$ cat src/rtl/ea_pkg.sv
package ea_pkg;
  typedef enum logic [1:0] {
    LK_NORMAL  = 2'b00,
    LK_PREDICT = 2'b01,
    LK_EARLY   = 2'b10,
    LK_RSVD    = 2'b11
  } load_kind_e;
endpackage

$ cat src/rtl/ea_bind_reg.sv
module ea_bind_reg #(
  parameter int AW = 32,
  parameter int RW = 5
) (
  input  logic          clk,
  input  logic          rst_n,
  input  logic          bind_en,
  input  logic [RW-1:0] bind_reg,
  input  logic [AW-1:0] bind_data,
  input  logic          wb_en,
  input  logic [RW-1:0] wb_reg,
  input  logic [AW-1:0] wb_data,
  output logic          bound,
  output logic [RW-1:0] tag,
  output logic [AW-1:0] value
);
  logic          wb_to_new;
  logic          wb_to_tag;
  logic [AW-1:0] value_d;

  assign wb_to_new = wb_en && (wb_reg == bind_reg);
  assign wb_to_tag = wb_en && bound && (wb_reg == tag);

  always_comb begin
    value_d = value;
    if (bind_en)        value_d = wb_to_new ? wb_data : bind_data;
    else if (wb_to_tag) value_d = wb_data;
  end

  always_ff @(posedge clk or negedge rst_n) begin
    if (!rst_n) begin
      bound <= 1'b0;
      tag   <= '0;
      value <= '0;
    end else begin
      value <= value_d;
      if (bind_en) begin
        bound <= 1'b1;
        tag   <= bind_reg;
      end
    end
  end

  a_r2_bind_sets_tag: assert property (@(posedge clk) disable iff (!rst_n)
    bind_en |=> (bound && tag == $past(bind_reg)));

  a_r4_wb_refresh: assert property (@(posedge clk) disable iff (!rst_n)
    (!bind_en && wb_en && bound && wb_reg == tag) |=> (value == $past(wb_data)));

  a_r8_hold_idle: assert property (@(posedge clk) disable iff (!rst_n)
    (!bind_en && !wb_en) |=> ($stable(value) && $stable(tag) && $stable(bound)));
endmodule

$ cat src/rtl/ea_adder.sv
module ea_adder #(
  parameter int AW = 32,
  parameter int OW = 16,
  parameter bit SIGNED_OFFSET = 1'b1
) (
  input  logic [AW-1:0] base,
  input  logic [OW-1:0] offset,
  output logic [AW-1:0] sum
);
  localparam int EXT = AW - OW;
  logic [AW-1:0] off_ext;

  generate
    if (SIGNED_OFFSET) begin : g_sext
      assign off_ext = {{EXT{offset[OW-1]}}, offset};
    end else begin : g_zext
      assign off_ext = {{EXT{1'b0}}, offset};
    end
  endgenerate

  assign sum = base + off_ext;
endmodule

$ cat src/rtl/ea_verify.sv
module ea_verify (
  input  logic clk,
  input  logic rst_n,
  input  logic candidate,
  input  logic cache_hit,
  input  logic base_interlock,
  input  logic mem_interlock,
  output logic fwd_ok
);
  logic cand_q;

  always_ff @(posedge clk or negedge rst_n) begin
    if (!rst_n) cand_q <= 1'b0;
    else        cand_q <= candidate;
  end

  assign fwd_ok = cand_q && cache_hit && !base_interlock && !mem_interlock;

  a_r6_fwd_follows_candidate: assert property (@(posedge clk) disable iff (!rst_n)
    fwd_ok |-> $past(candidate));
endmodule

$ cat src/rtl/early_addr_calc.sv
module early_addr_calc #(
  parameter int AW = 32,
  parameter int RW = 5,
  parameter int OW = 16
) (
  input  logic          clk,
  input  logic          rst_n,
  input  logic          dec_valid,
  input  logic [1:0]    dec_kind,
  input  logic          dec_regoff,
  input  logic [RW-1:0] dec_base,
  input  logic [OW-1:0] dec_offset,
  input  logic [AW-1:0] rf_base_data,
  input  logic          wb_en,
  input  logic [RW-1:0] wb_reg,
  input  logic [AW-1:0] wb_data,
  input  logic          base_interlock,
  input  logic          mem_interlock,
  input  logic          port_free,
  input  logic          cache_hit,
  output logic [AW-1:0] early_addr,
  output logic          spec_req,
  output logic          fwd_ok
);
  import ea_pkg::*;

  logic          is_early;
  logic          tag_hit;
  logic          candidate;
  logic          bound;
  logic [RW-1:0] tag;
  logic [AW-1:0] cached;

  assign is_early  = dec_valid && (load_kind_e'(dec_kind) == LK_EARLY) && dec_regoff;
  assign spec_req  = is_early && port_free;
  assign tag_hit   = bound && (tag == dec_base);
  assign candidate = spec_req && tag_hit;

  ea_bind_reg #(.AW(AW), .RW(RW)) u_bind (
    .clk(clk), .rst_n(rst_n),
    .bind_en(is_early), .bind_reg(dec_base), .bind_data(rf_base_data),
    .wb_en(wb_en), .wb_reg(wb_reg), .wb_data(wb_data),
    .bound(bound), .tag(tag), .value(cached)
  );

  ea_adder #(.AW(AW), .OW(OW), .SIGNED_OFFSET(1'b1)) u_add (
    .base(cached), .offset(dec_offset), .sum(early_addr)
  );

  ea_verify u_ver (
    .clk(clk), .rst_n(rst_n), .candidate(candidate),
    .cache_hit(cache_hit), .base_interlock(base_interlock),
    .mem_interlock(mem_interlock), .fwd_ok(fwd_ok)
  );

  a_r5_req_needs_port: assert property (@(posedge clk) disable iff (!rst_n)
    spec_req |-> (dec_valid && port_free && dec_regoff));

  a_r7_switch_blocks_fwd: assert property (@(posedge clk) disable iff (!rst_n)
    (spec_req && !tag_hit) |=> !fwd_ok);

  a_r1_unbound_no_fwd: assert property (@(posedge clk) disable iff (!rst_n)
    !$past(bound) |-> !fwd_ok);
endmodule

$ cat config.mk
export PLATFORM = sky130hd
export DESIGN_NAME = early_addr_calc
export DESIGN_NICKNAME = d
export VERILOG_FILES = /design/src/rtl/ea_pkg.sv /design/src/rtl/ea_bind_reg.sv /design/src/rtl/ea_adder.sv /design/src/rtl/ea_verify.sv /design/src/rtl/early_addr_calc.sv
export SDC_FILE = /design/constraint.sdc
export NUM_CORES = 1
export LEC_CHECK = 0
export BUFFER_PORTS_ARGS = -buffer_cell sky130_fd_sc_hd__clkbuf_2
export CAP_MARGIN = 20
export CORE_ASPECT_RATIO = 1.25
export CORE_UTILIZATION = 45
export CTS_BUF_LIST = sky130_fd_sc_hd__clkbuf_8
export DETAILED_ROUTE_END_ITERATION = 10
export PLACE_DENSITY = 0.87
export SLEW_MARGIN = 20
export SYNTH_ARGS = -nofsm -noshare
export SYNTH_HDL_FRONTEND = slang
export SYNTH_SLANG_ARGS = --single-unit
$ cat constraint.sdc
create_clock -name clk -period 2.5 [get_ports clk]
set_input_delay 0.25 -clock clk [delete_from_list [all_inputs] [get_ports clk]]
set_output_delay 0.25 -clock clk [all_outputs]
set_load 0.02 [all_outputs]
==> reports/metrics.csv <==
metric,value,unit
status,"finished, violations left",
violations,setup timing,
critPathMaxFanout,2,
synth-compound-area-share,0.258,
drive_gt1_frac,0.473,
ant_nets,0,
grt_max_degree,40,
grt_pass1_wl,17.6,mm
cap_violations,0,
synth_flop_cell,dfrtp_1,
avgSynthCellArea,8.24,sq um
synth_top_area_frac,0.283,
num_io_pins,135,
yosys_register_bits,39,
synth_top_family_by_area,compound AO/OA/AOI/OAI gates,
finalWirelength,12.4,mm
final_core_util,0.748,
synth-xor-area-share,0.106,
numClockSinks,39,
clockBufferDepth,2,
area_growth,60.3,%
worst_r2r_path_depth,6,
viasPerCell,5.78,
drt_iter0_markers,305,
cts-root-buf,clkbuf_8,
drc_errors,0,
antenna_found_initial,0,
cts_tree,built,
synthCells,419,
hold_class,input port to async pin,
tightest_slew,0.942,ns
core_area,7400,sq um
grt_pass1_vias,3993,
powerDensity,1270,nW/um^2
setup_viol_count_final,25,
skew,0.00777,ns
die_area,8030,sq um
end_kind,output pin,
num_antenna_cells,0,
max_freq,300,MHz
ir_drop,0.839,mV
clock_latency,0.31,ns
fillers,502,
crit_type,flop to output pin,
hold_buffers,0,
ys_seq_area_frac,0.283,
track_usage,0.281,
p_leak,2.74,nW
synth-simple-area-share,0.186,
worst_setup_path_start_kind,flop,
ys_types,56,
cts_buffers,5,
portBuffers,134,
avgRoutedWirePerCell,17.3,um
core.rowCount,35,
start_util,0.467,
final_hold_viol_count,0,
die_y,100,um
maxSlewViolCount,0,
dieWidth,80.4,um
path_clk_slew,0.09,ns
cp_data_arrival_time,3.08,ns
ys_top_cells_by_area,"dfrtp_1 (28%), ha_1 (11%), nand2_1 (10%)",
slew_headroom,0.372,
post-route-period-util,1.33,
fin_ws,-0.835,ns
syn-num-nets,552,
rsz0062_at_grt,yes,
syn_area,3450,sq um
yosysTopAreaCell,dfrtp_1,
h-tree-depth,2,
totalPowerFinal,7.01,mW
firstDrtPassIters,5,
period_needed,3.33,ns
synth_mux_area_frac,0.0192,
final_nets,760,
synthArstFlopShare,1.00,
synth_edf_count,0,
place_congestion,0.905,
overflow,0,
dp_hpwl,8.53,mm
synthAdderAreaFrac,0.118,
required,2.25,ns
yosysWarnings,0,
vias,4158,
state kept, by name (all words and copies together), names as in the netlist:
name	count
u_bind.bound	1
u_bind.tag	5
u_bind.value	32
u_ver.cand_q	1
synthesized netlist by cell type (4+ instances only):
library cell   n
nor3_1         9
dfrtp_1       39
nor2_1        19
xor2_1        21
a21oi_1       30
inv_1          8
nor4_1         4
mux2_2         5
o21ai_1        5
clkbuf_1      11
a22oi_1       33
nand4_1        5
a21o_1        11
o21ai_0       13
ha_1          31
nand2_1       94
a31oi_1        4
xnor2_1       21
and3_1         4
final timing paths:
check,start,to,slack [ns]
setup reg to reg,u_bind.tag[3],u_bind.value[19],0.73
setup / recovery,u_bind.value[0],early_addr[18],-0.83
hold reg to reg,u_bind.value[6],u_bind.value[6],0.52
min in group clk,wb_data[27],u_bind.value[27],0.13
hold / removal,rst_n,u_bind.tag[1],0.08
max in group asynchronous,rst_n,u_bind.value[1],1.77
kinds of logic after synthesis:
| logic type | after synthesis |
|---|---|
| AO/OA/AOI/OAI | 129 |
| multiplexers | 6 |
| AND/OR/NAND/NOR | 148 |
| adder cells (fa/ha/maj) | 32 |
| XOR/XNOR | 42 |
| buffers and inverters | 23 |
| flip-flops | 39 |
metrics by stage:
step | hold WS, ns | setup TNS (ns) | std cells | worst slack, ns | instance area, sq um
4_1_cts | 0.134 | -11.38 | 715 | -0.755 | 5280
6_report | 0.0781 | -13.13 | 720 | -0.835 | 5540
3_5_place_dp | 0.450 | -5.25 | 698 | -0.552 | 4770
5_1_grt | 0.136 | -15.49 | 720 | -0.942 | 5540
2_1_floorplan | -0.0456 | -1.11 | 419 | -0.292 | 3530
3_3_place_gp | 0.439 | -4.37 | 698 | -0.457 | 4770
critical path, cell delays in order, from the launching register on:
cell and delay, ns:
dfrtp_1 0.40, ha_2 0.19, fa_2 0.33, a21o_1 0.21, a221o_1 0.37, buf_6 0.16, buf_4 0.12, buf_6 0.12
a31oi_4 0.19, nor3_2 0.05, nor2_1 0.20, o21ai_1 0.12, xor2_1 0.15, buf_4 0.16
what timing repair did:
action	4_1_cts	5_1_grt
hold endpoints to repair	0	0
buffers inserted	9	7
resized for setup	67	57
endpoints found under the setup margin	26	26
pin swaps	31	19
layer usage:
| layer | global-route usage | routed length [um] | vias up |
|---|---|---|---|
| met5 | 0 | 0 | - |
| met4 | 0.121 | 636 | 0 |
| met3 | 0.0491 | 768 | 66 |
| met2 | 0.544 | 6600 | 212 |
| met1 | 0.287 | 4420 | 1942 |
| li1 | - | - | 1938 |
cells in the final DEF (no fill, tap or decap), types with 4 or more instances in the layout:
cell	netlist	routed
a21o_1	11	11
a21oi_1	30	27
a22oi_1	33	33
buf_4	1	87
buf_6	0	11
clkbuf_2	1	107
clkbuf_8	1	13
dfrtp_1	39	38
ha_1	31	19
ha_2	0	4
ha_4	0	8
inv_1	8	8
mux2_2	5	5
nand2_1	94	93
nand4_1	5	5
nor2_1	19	16
nor3_1	9	6
nor4_1	4	4
o21ai_0	13	9
o21ai_2	0	4
xnor2_1	21	8
xnor2_2	0	12
xor2_1	21	18
power breakdown:
group	leakage [nW]	internal [mW]	switching [mW]
clock	0.0581	0.298	0.255
sequential	0.460	0.842	0.185
combinational	2.22	2.67	2.77
total	2.74	3.81	3.20
cell type report:
cell class,count,area (sq um),share of cell area
clock inverters,3,43.8,0.00791
flip-flops and latches,39,977,0.176
multi-input cells,357,2850,0.515
inverters,8,30.0,0.00542
clock buffers,5,68.8,0.0124
well taps,92,115,0.0208
repair buffers,216,1450,0.262
(Power assumes the default switching activity.)
